### config.mk
export PLATFORM = sky130hd
export DESIGN_NAME = dual_conv_bus
export DESIGN_NICKNAME = d
export VERILOG_FILES = /design/src/rtl/dual_conv_bus_pkg.sv /design/src/rtl/dual_conv_bus_ctrl.sv /design/src/rtl/dual_conv_seq.sv /design/src/rtl/dual_conv_bus_dpath.sv /design/src/rtl/dual_conv_bus.sv
export SDC_FILE = /design/constraint.sdc
export NUM_CORES = 1
export LEC_CHECK = 0
export BUFFER_PORTS_ARGS = -buffer_cell sky130_fd_sc_hd__buf_2
export CORE_AREA = 5 5 72 90
export CTS_CLUSTER_DIAMETER = 150
export DETAILED_ROUTE_END_ITERATION = 12
export DIE_AREA = 0 0 77 95
export PLACE_DENSITY_LB_ADDON = 0.15
export SYNTH_ARGS = -nofsm -noshare
export SYNTH_HDL_FRONTEND = slang
export SYNTH_SLANG_ARGS = --single-unit
### constraint.sdc
create_clock -name clk -period 2.8 [get_ports clk]
set_input_delay 0.7 -clock clk [delete_from_list [all_inputs] [get_ports clk]]
set_output_delay 0.7 -clock clk [all_outputs]
set_load 0.1 [all_outputs]
### src/rtl/dual_conv_bus_pkg.sv
package dual_conv_bus_pkg;
  typedef struct packed {
    logic convStart;  // begin a conversion this cycle
    logic convChan;   // channel to capture with convStart
    logic dacLoad;    // load a DAC register this cycle
    logic dacSelB;    // 0 = register A, 1 = register B
    logic useAdc;     // load source: ADC latch instead of bus
    logic eocClear;   // qualified read edge seen
  } busStrobes_t;
endpackage

### src/rtl/dual_conv_bus_ctrl.sv
module dual_conv_bus_ctrl
  import dual_conv_bus_pkg::*;
(
  input  logic        clk,
  input  logic        rstN,
  input  logic        csN,
  input  logic        wrN,
  input  logic        rdN,
  input  logic        funcAdc,
  input  logic        chanB,
  input  logic        xferAdc,
  input  logic        convBusy,
  output busStrobes_t strb,
  output logic        busOe
);
  logic wrPrev;
  logic rdPrev;
  logic wrRise;
  logic rdFall;

  always_ff @(posedge clk or negedge rstN) begin
    if (!rstN) begin
      wrPrev <= 1'b1;
      rdPrev <= 1'b1;
    end else begin
      wrPrev <= wrN;
      rdPrev <= rdN;
    end
  end

  assign wrRise = !wrPrev && wrN && !csN;
  assign rdFall = rdPrev && !rdN && !csN;

  always_comb begin
    strb.convStart = wrRise && funcAdc && !convBusy;
    strb.convChan  = chanB;
    strb.dacLoad   = wrRise && !funcAdc;
    strb.dacSelB   = chanB;
    strb.useAdc    = xferAdc;
    strb.eocClear  = rdFall;
  end

  assign busOe = !csN && !rdN;
endmodule

### src/rtl/dual_conv_seq.sv
module dual_conv_seq #(
  parameter int DATA_W      = 8,
  parameter int CONV_CYCLES = 10
) (
  input  logic              clk,
  input  logic              rstN,
  input  logic              start,
  input  logic              chan,
  input  logic [DATA_W-1:0] inA,
  input  logic [DATA_W-1:0] inB,
  output logic              busy,
  output logic              done,
  output logic [DATA_W-1:0] result
);
  localparam int CNT_W = (CONV_CYCLES > 1) ? $clog2(CONV_CYCLES) : 1;
  localparam logic [CNT_W-1:0] CNT_LAST = CNT_W'(CONV_CYCLES - 1);

  logic [CNT_W-1:0]  cnt;
  logic [DATA_W-1:0] held;

  always_ff @(posedge clk or negedge rstN) begin
    if (!rstN) begin
      busy <= 1'b0;
      cnt  <= '0;
      held <= '0;
    end else if (start && !busy) begin
      busy <= 1'b1;
      cnt  <= CNT_LAST;
      held <= chan ? inB : inA;
    end else if (busy) begin
      if (cnt == '0) busy <= 1'b0;
      else           cnt  <= cnt - 1'b1;
    end
  end

  assign done   = busy && (cnt == '0);
  assign result = held;
endmodule

### src/rtl/dual_conv_bus_dpath.sv
module dual_conv_bus_dpath
  import dual_conv_bus_pkg::*;
#(
  parameter int DATA_W = 8
) (
  input  logic              clk,
  input  logic              rstN,
  input  busStrobes_t       strb,
  input  logic [DATA_W-1:0] busIn,
  input  logic              convBusy,
  input  logic              convDone,
  input  logic [DATA_W-1:0] convResult,
  output logic [DATA_W-1:0] dacA,
  output logic [DATA_W-1:0] dacB,
  output logic [DATA_W-1:0] adcLatch,
  output logic              chanReg,
  output logic              eocN
);
  localparam int NUM_DAC = 2;

  logic [DATA_W-1:0] dacReg [NUM_DAC];
  logic [DATA_W-1:0] loadVal;

  assign loadVal = strb.useAdc ? adcLatch : busIn;

  for (genvar g = 0; g < NUM_DAC; g++) begin : g_dac
    always_ff @(posedge clk or negedge rstN) begin
      if (!rstN)                                          dacReg[g] <= '0;
      else if (strb.dacLoad && (strb.dacSelB == (g == 1))) dacReg[g] <= loadVal;
    end
    // a register moves only after a load strobe
    a_r5_dac_quiet: assert property (@(posedge clk) disable iff (!rstN)
      !$past(strb.dacLoad) |-> $stable(dacReg[g]));
  end

  assign dacA = dacReg[0];
  assign dacB = dacReg[1];

  always_ff @(posedge clk or negedge rstN) begin
    if (!rstN) begin
      adcLatch <= '0;
      chanReg  <= 1'b0;
      eocN     <= 1'b1;
    end else begin
      if (strb.convStart) chanReg  <= strb.convChan;
      if (convDone)       adcLatch <= convResult;
      if (convDone)           eocN <= 1'b0;
      else if (strb.eocClear) eocN <= 1'b1;
    end
  end

  a_r4_chan_held: assert property (@(posedge clk) disable iff (!rstN)
    (convBusy && $past(convBusy)) |-> $stable(chanReg));
  a_r8_latch_quiet: assert property (@(posedge clk) disable iff (!rstN)
    !$past(convDone) |-> $stable(adcLatch));
  a_r3_eoc_fall: assert property (@(posedge clk) disable iff (!rstN)
    $fell(eocN) |-> $past(convDone));
  a_r9_eoc_rise: assert property (@(posedge clk) disable iff (!rstN)
    $rose(eocN) |-> $past(strb.eocClear));
endmodule

### src/rtl/dual_conv_bus.sv
module dual_conv_bus
  import dual_conv_bus_pkg::*;
#(
  parameter int DATA_W      = 8,
  parameter int CONV_CYCLES = 10
) (
  input  logic              clk,
  input  logic              rstN,
  input  logic              csN,
  input  logic              wrN,
  input  logic              rdN,
  input  logic              funcAdc,
  input  logic              chanB,
  input  logic              xferAdc,
  input  logic [DATA_W-1:0] adcInA,
  input  logic [DATA_W-1:0] adcInB,
  input  logic [DATA_W-1:0] busIn,
  output logic [DATA_W-1:0] busOut,
  output logic              busOe,
  output logic              eocN,
  output logic [DATA_W-1:0] dacA,
  output logic [DATA_W-1:0] dacB,
  output logic              adcChan
);
  busStrobes_t       strb;
  logic              convBusy;
  logic              convDone;
  logic [DATA_W-1:0] convResult;

  dual_conv_bus_ctrl u_ctrl (
    .clk(clk), .rstN(rstN), .csN(csN), .wrN(wrN), .rdN(rdN),
    .funcAdc(funcAdc), .chanB(chanB), .xferAdc(xferAdc),
    .convBusy(convBusy), .strb(strb), .busOe(busOe)
  );

  dual_conv_seq #(.DATA_W(DATA_W), .CONV_CYCLES(CONV_CYCLES)) u_seq (
    .clk(clk), .rstN(rstN), .start(strb.convStart), .chan(strb.convChan),
    .inA(adcInA), .inB(adcInB), .busy(convBusy), .done(convDone),
    .result(convResult)
  );

  dual_conv_bus_dpath #(.DATA_W(DATA_W)) u_dpath (
    .clk(clk), .rstN(rstN), .strb(strb), .busIn(busIn),
    .convBusy(convBusy), .convDone(convDone), .convResult(convResult),
    .dacA(dacA), .dacB(dacB), .adcLatch(busOut), .chanReg(adcChan),
    .eocN(eocN)
  );
endmodule

# Word-level counts from Yosys, hierarchy flattened
# Cells that the tools add are included.
dict set report totals {
  register_bits 41
  latchBits 0
  ramBits 0
  mem_bits_ro 0
  input_bits 32
  out_inout_bits 27
  wordCells 44
  memories 0
}
dict set report classes {
  add_sub_neg 1
  multipliers 0
  div 0
  n_lt_le_gt_ge 0
  eq_ne 1
  n_shift 0
  n_mux 10
  n_bitwise 1
  reduce_logical 21
}
# operator count
set ops {}
lappend ops {{8-bit 2-to-1 mux} 2}
lappend ops {{1-bit logical AND} 12}
lappend ops {{4-bit 2-to-1 mux} 3}
lappend ops {{1-bit zero test} 5}
lappend ops {{1-bit 2-to-1 mux} 5}
lappend ops {{4-bit zero test} 1}
lappend ops {{2-bit nonzero test} 2}
lappend ops {{4-bit by 1-bit subtractor with 4-bit output (second input constant)} 1}
lappend ops {{2-bit by 1-bit != test with 1-bit output (second input constant)} 1}
lappend ops {{2-bit AND reduction} 1}
lappend ops {{1-bit inverter} 1}

# Longest topological paths before layout
# Gate-level depths: netlist (run 1).
dict set report depth {
  ltp_word 8
  depth_mapped 5
  depth_no_buf 5
}

# By module
# From an unflattened synthesis (run 1), not the netlist that was laid out.
dict set report hier_totals {
  hier_cells 138
  hier_area_um2 1908.1
}
# mod instances cells_per_inst area_per_inst_um2 seq_area_each_um2
set modules_own_cells {}
lappend modules_own_cells {dual_conv_bus_dpath 1 67 1159.9 651.9}
lappend modules_own_cells {dual_conv_seq 1 60 630.6 325.3}
lappend modules_own_cells {dual_conv_bus_ctrl 1 11 117.6 52.6}

# Least setup slack after synthesis (run 1)
# Ideal clock, no wire load.
dict set report synth_timing {
  path_type {in2out}
  start {input port csN}
  end {output port busOe}
  t_arrival_ps 1982
  required_time_ps 2100
  path_slack_ps 118
  path_stages 1
  path_buffers 0
  cell_sequence {nor2_1}
}
dict set report synth_between {
  elab_chain_len 2
}
# item line
set synth_rtl {}
lappend synth_rtl {{from (decl)} dual_conv_bus.sv:9} ;# input logic csN,
lappend synth_rtl {{1-bit zero test} dual_conv_bus_ctrl.sv:43} ;# assign busOe = !csN && !rdN;
lappend synth_rtl {{1-bit logical AND} dual_conv_bus_ctrl.sv:43}
lappend synth_rtl {{to (decl)} dual_conv_bus.sv:19} ;# output logic busOe,
# No other way between the ends.

# Worst setup path in the final report (run 1)
# Ends and elaborated chain as after synthesis.

==> Flow_metrics.wiki, run 1 <==
{| class="wikitable"
! Metric !! Value
|-
| Critical path start-end classification || primary input to output pin
|-
| Total I/O pin count || 59
|-
| Sequential area share after synthesis || 0.555
|-
| Post-cts sizing count || 0
|-
| Largest stage delay, worst path || approximately 450 ps
|-
| Routed wire length || between 4000 and 5000 µm
|-
| Final setup violation count || 0
|-
| Synthesis Warnings || 0
|-
| Proportion of synthesized flip-flops having asynchronous set or reset || 1.00
|-
| Max_cap viols || 0
|-
| Slew at the pin closest to its max-slew limit || ~910 ps
|-
| Most common flop cell mapped by yosys || dfrtp_1
|-
| Net load switching power || 1.49 mW
|-
| Number of detailed-route iterations in the first pass || 3
|-
| Cts-stage hold buffer count || 0
|-
| Number of enable flip-flop cells after synthesis || 0
|-
| Count of mapped cells out of synthesis || 125
|-
| Total leakage power || 1.17 nW
|-
| Total count of max-transition violations in the final report || 0
|-
| Synthesized net count || 158
|-
| Layout overhead on the synthesized area || 24.2%
|-
| Final number of hold-violating endpoints || 0
|-
| Number of non-filler instances in the completed layout || around 250
|-
| Type of the tightest min-delay check || register to register
|-
| Final routed wire length divided by cell count || 16.4 µm
|-
| Xor-xnor portion of the synthesized cell area || 0
|-
| Worst max-slew margin expressed relative to the limit || 0.391
|-
| Fraction of synthesized area in multiplexers || 0.313
|-
| Skew-Pair Late Insertion Delay || 290 ps
|-
| Buffer depth of the longest clock path || 2
|-
| Syn avg cell area || 14.9 µm²
|-
| Wire length of the first global-routing pass || between 6000 and 7000 µm
|-
| DRC marker count from the first detailed-route iteration || 30
|-
| Number of library cell types mapped by synthesis || 27
|-
| Clock skew after layout || 5.96 ps
|-
| Cell chain of the critical path || buf_2 -> nor2_1 -> buf_2
|-
| Endpoint type of the worst setup path || output pin
|-
| Portion of total power attributed to combinational logic || 0.506
|-
| Filler Cell Count || 548
|-
| Maximum level of the CTS H-tree || 2
|-
| Proportion of layout cells with a drive suffix above 1 || 0.665
|-
| CP arrival || 1390 ps
|-
| Number of buffers inserted by port buffering || 58
|-
| Seq pwr share || 0.329
|-
| Cell at the root of the clock tree || clkbuf_8
|-
| Simple-gate share of the synthesized area || 0.0768
|-
| Library cell contributing the largest single delay on the critical path || buf_2
|-
| Post-CTS setup buffer count || 0
|-
| Setup slack after layout || between 700 and 800 ps
|-
| Yosys reg bits || 41
|-
| Max Clk Rate || 0.478 GHz
|-
| Via count of the first global-routing pass || 1,395
|-
| GRT Residual Overflow || 0
|-
| Die Width || 77 µm
|-
| Share of the synthesized area in compound gates (AO/OA/AOI/OAI) || 0.0162
|-
| Number of diodes added for antenna fixing || 0
|-
| Peak VDD IR || 0.000670 V
|-
| DP Cell Count || 243
|-
| Internal power || 1.46 mW
|-
| Unrepaired setup endpoints after global routing || false
|-
| Gr usage total || 0.120
|-
| Post-route DRC violation count || 0
|-
| Status || complete, no violations
|-
| Clock transition at the registers of the reported paths || 70 ps
|-
| Final worst-path cycle share || 0.748
|-
| CP Max Fanout || 2
|-
| Setup Total Neg Slack || 0 ps
|-
| Floorplan die height || 95 µm
|-
| Period minus WS final || about 2100 ps
|-
| Detail-routed via count per cell || just under 5
|-
| Req. time, crit path || 2100 ps
|-
| Number of buffers created by CTS || 5
|-
| Area of the mapped netlist || approximately 0.0019 mm²
|-
| Largest net degree at the start of global routing || 42
|-
| GPL Wtd Cong || 0.689
|-
| Largest family of logic cells by synthesized area || multiplexers
|-
| Clock network fraction of total power || 0.165
|-
| Initial antenna violation count || 0
|-
| Most used cell along the critical path || buf_2
|-
| FP Rows || 31
|-
| Final core utilization || 0.410
|-
| Total power per unit cell area || around 1300 mW/mm²
|-
| Pre-CTS setup slack || 626 ps
|-
| Number of nets with antenna violations after routing || 0
|-
| Total number of nets in the final design || about 220
|-
| Count of vias placed by the detailed router || 1,213
|-
| Full die area || 0.00732 mm²
|-
| TritonCTS clock tree || done
|-
| CP Buf/Inv Count || 2
|-
| Number of clock sinks seen by CTS || 41
|-
| Crit-path leading delay family || buffers and inverters
|-
| Area of the placeable core || 0.00562 mm²
|-
| Starting density of the core || 0.330
|-
| Worst Setup Start Kind || primary input
|-
| Sw Share || 0.505
|-
| Fraction of the mapped netlist area in adder cells || 0.00674
|-
| Placed wire-length estimate || 3110 µm
|}
## cells in the mapped netlist, drive strengths merged (2+ instances only)
cell	number	area share
a21oi	2	0.0054
nor2	3	0.0061
inv	2	0.0040
or4b	2	0.013
mux2	49	0.31
and3	2	0.0067
buf	4	0.023
clkbuf	3	0.0061
dfstp	3	0.042
nand2	5	0.010
dfrtp	38	0.51
## registers in the layout, summed over array words and instances (netlist names)
name,flops
u_ctrl.rdPrev,1
u_dpath.dacA,8
u_dpath.chanReg,1
u_seq.busy,1
u_dpath.dacB,8
u_dpath.adcLatch,8
u_seq.result,8
u_seq.cnt,4
u_ctrl.wrPrev,1
u_dpath.eocN,1
## path summary, 6_finish.rpt
check	start	end	slack [ps]	depth (start not counted)
min in group asynchronous	rstN	u_seq.result[0]	540	1
worst max register to register	u_seq.cnt[0]	u_seq.cnt[1]	1120	5
worst min-delay path	u_dpath.dacA[0]	u_dpath.dacA[0]	510	1
worst max-delay path	csN	busOe	710	3
worst min register to register	u_dpath.dacA[0]	u_dpath.dacA[0]	510	1
max in group asynchronous	rstN	u_seq.busy	1680	1
## power groups by stage
stage,Combinational (mW),Sequential [mW],Clock (mW)
floorplan,0.375,1.86,0
global placement,1.50,0.974,0
detailed placement,1.51,0.984,0
CTS,1.51,0.974,0.508
global route,1.57,1.00,0.533
finish,1.50,0.971,0.486
## final cells by class
type	instances	area (µm²)	area share
flip-flops and latches	41	1030	0.447
repair buffers	59	298	0.129
multi-input cells	75	772	0.335
clock inverters	1	30.0	0.0130
inverters	2	7.51	0.00326
well taps	66	82.6	0.0358
clock buffers	7	86.3	0.0374
## cell usage in the layout, fill, tap and decap left out, types with 2 or more instances in the layout
cell,synthesis,layout
a21oi_1,2,2
and3_1,2,2
buf_2,1,58
clkbuf_8,0,6
dfrtp_1,38,38
dfstp_2,3,3
inv_1,2,2
mux2_2,44,44
mux2_4,5,5
nand2_1,5,5
nor2_1,3,3
## through the flow
step                      area (µm²)  power [mW]  hold slack, ps
after detailed placement        2190        2.49             493
final                           2310        2.95             507
after CTS                       2310        2.99             506
after global routing            2310        3.11             504
after floorplan                 1860        2.23             404
after global placement          2190        2.47             484
## per-layer routing
layer | vias up | wire length [µm] | global-route usage
met2 | 27 | 2270 | 0.214
met3 | 5 | 199 | 0.0363
met1 | 620 | 1580 | 0.137
li1 | 561 | - | -
met4 | 0 | 57 | 0.0401
met5 | - | 0 | 0
## cells by family (layout without fill, tap and decap cells)
| kind of cell | count (synthesis) | in the layout |
|---|---|---|
| compound gates | 5 | 5 |
| simple gates | 19 | 19 |
| mux | 50 | 50 |
| buf+inv | 9 | 69 |
| fa+ha+maj | 1 | 1 |
| flops | 41 | 41 |
No activity file was read; power rests on OpenSTA's default activity.
==> run 2, diff against run 1 <==
- clock period: 2.8 -> 1.7 ns (I/O delays scaled with it)
==> Flow_metrics.wiki, run 2 (synthesis gave the netlist of run 1 again) <==
{| class="wikitable"
! Metric !! Value
|-
| Filler Cell Count || 549 (was 548)
|-
| Wire length of the first global-routing pass || 6620 µm (was 6920 µm)
|-
| Full die area || 0.00732 mm² (unchanged)
|-
| Detail-routed via count per cell || 4.67 (was 4.83)
|-
| Initial antenna violation count || 0 (unchanged)
|-
| Total count of max-transition violations in the final report || 0 (unchanged)
|-
| Skew-Pair Late Insertion Delay || 290 ps (about the same)
|-
| CP Max Fanout || 2 (unchanged)
|-
| Number of clock sinks seen by CTS || 41 (unchanged)
|-
| Number of nets with antenna violations after routing || 0 (unchanged)
|-
| Critical path start-end classification || register to output pin (was primary input to output pin)
|-
| Cell depth of the worst flop-to-flop path || 5 (unchanged)
|-
| Unrepaired setup endpoints after global routing || false (unchanged)
|-
| Largest net degree at the start of global routing || 23 (was 42)
|-
| Final worst-path cycle share || 0.927
|-
| Total number of nets in the final design || 225 (was 217)
|-
| Clock transition at the registers of the reported paths || 70 ps (about the same)
|-
| Total leakage power || 1.20 nW (was 1.17 nW)
|-
| Buffer depth of the longest clock path || 2 (unchanged)
|-
| Final setup violation count || 0 (unchanged)
|-
| Worst slack on hold paths || 113 ps (was 507 ps)
|-
| Clock skew after layout || 10.7 ps (was 5.96 ps)
|-
| Post-route DRC violation count || 0 (unchanged)
|-
| Number of diodes added for antenna fixing || 0 (unchanged)
|-
| Crit-path leading delay family || flip-flops (was buffers and inverters)
|-
| Peak VDD IR || 0.00103 V (was 0.000670 V)
|-
| Largest stage delay, worst path || 540 ps (was 450 ps)
|-
| R2r setup slk || 130 ps (was 1120 ps)
|-
| Status || complete, no violations (unchanged)
|-
| CP arrival || 1150 ps (was 1390 ps)
|-
| Worst max-slew margin expressed relative to the limit || 0.641 (was 0.391)
|-
| Worst Setup Start Kind || register (was primary input)
|-
| Area of the placeable core || 0.00562 mm² (unchanged)
|-
| Reg-to-reg critical path endpoint || u_dpath.adcLatch[0] (was u_seq.cnt[1])
|-
| Final routed wire length divided by cell count || 15.6 µm (was 16.4 µm)
|-
| Number of buffers created by CTS || 5 (unchanged)
|-
| Type of the tightest min-delay check || primary input to async pin (was register to register)
|-
| Total power per unit cell area || 2010 mW/mm² (was 1280 mW/mm²)
|-
| Placed wire-length estimate || 2980 µm (was 3110 µm)
|-
| GPL Wtd Cong || 0.740 (was 0.689)
|-
| CP Buf/Inv Count || 1 (was 2)
|-
| Req. time, crit path || 1270 ps (was 2100 ps)
|-
| R2r startpoint || u_seq.cnt[0] (unchanged)
|-
| Layout overhead on the synthesized area || 28.5% (was 24.2%)
|-
| Endpoint type of the worst setup path || output pin (unchanged)
|-
| Final number of hold-violating endpoints || 0 (unchanged)
|-
| Routed wire length || 4010 µm (was 4110 µm)
|-
| FP Rows || 31 (unchanged)
|-
| Leading cell type in the layout, fill and taps excluded || buf_2 (unchanged)
|-
| Total I/O pin count || 59 (unchanged)
|-
| Cell at the root of the clock tree || clkbuf_8 (unchanged)
|-
| Number of buffers inserted by port buffering || 58 (unchanged)
|-
| Period minus WS final || 1580 ps
|-
| Number of detailed-route iterations in the first pass || 4 (was 3)
|-
| Maximum level of the CTS H-tree || 2 (unchanged)
|-
| Proportion of layout cells with a drive suffix above 1 || 0.693 (was 0.665)
|-
| TritonCTS clock tree || done (unchanged)
|-
| Count of vias placed by the detailed router || 1,205 (was 1,213)
|-
| DRC marker count from the first detailed-route iteration || 58 (was 30)
|-
| Max_cap viols || 0 (unchanged)
|-
| Number of non-filler instances in the completed layout || 258 (was 251)
|-
| Library cell contributing the largest single delay on the critical path || dfstp_2 (was buf_2)
|-
| Starting density of the core || 0.330 (unchanged)
|-
| Via count of the first global-routing pass || 1,371 (was 1,395)
|-
| PnR Total Power || 4.79 mW (was 2.95 mW)
|-
| DP Cell Count || 249 (was 243)
|-
| Floorplan die height || 95 µm (unchanged)
|-
| Crit path depth || 1 (was 3)
|-
| Slew at the pin closest to its max-slew limit || 539 ps (was 914 ps)
|-
| Cts-stage hold buffer count || 0 (unchanged)
|-
| GRT Residual Overflow || 0 (unchanged)
|-
| Gr usage total || 0.117 (was 0.120)
|-
| Max Clk Rate || 0.635 GHz
|-
| Most frequent cells in the layout || buf_2, mux2_2, dfrtp_1 (unchanged)
|-
| Cell chain of the critical path || clkbuf_4 (was buf_2 -> nor2_1 -> buf_2)
|-
| Die Width || 77 µm (unchanged)
|}
-- run 2: cell type report --
type | count | area, µm² | area share
Tap cell | 66 | 82.6 | 0.0346
Timing Repair Buffer | 67 | 388 | 0.163
Clock inverter | 1 | 7.51 | 0.00315
Inverter | 2 | 7.51 | 0.00315
Multi-Input combinational cell | 75 | 788 | 0.330
Sequential cell | 41 | 1030 | 0.432
Clock buffer | 6 | 82.6 | 0.0346
-- run 2: how the worst max path moves through the flow --
stage / startpoint / endpoint / slack (ps)
after detailed placement: csN / u_seq.result[6] / -90
final: u_dpath.eocN / eocN / 120
after CTS: u_dpath.eocN / eocN / 20
after floorplan: csN / u_dpath.chanReg / -40
after global placement: csN / u_seq.result[7] / -80
after global routing: u_seq.cnt[0] / u_dpath.adcLatch[2] / 20
-- run 2: per-layer routing --
layer,track usage,vias up,wire [µm]
met5,0,-,0
met4,0.0387,0,46
met3,0.0382,4,192
met2,0.191,31,2060
met1,0.146,594,1710
li1,-,576,-
-- run 2: metrics by stage --
| stage | instance area, µm² | setup TNS [ps] | utilization | setup slack, ps |
|---|---|---|---|---|
| final | 2390 | 0 | 0.424 | 124 |
| after floorplan | 1860 | -209 | - | -42.1 |
| after global placement | 2260 | -843 | 0.403 | -76.6 |
| after detailed placement | 2260 | -1040 | 0.403 | -88.4 |
| after global routing | 2390 | 0 | 0.424 | 20.7 |
| after CTS | 2350 | 0 | 0.419 | 16.1 |
-- run 2: repair_timing --
action	4_1_cts	5_1_grt
resized for setup	0	6
setup endpoints to repair	0	11
buffers inserted	0	1
-- run 2: report_power, final --
part / total, mW / internal, mW / switching, mW / leakage (nW)
sequential: 1.59 / 1.35 / 0.245 / 0.514
clock: 0.640 / 0.321 / 0.320 / 0.0433
combinational: 2.55 / 0.642 / 1.91 / 0.647
total: 4.79 / 2.31 / 2.48 / 1.20
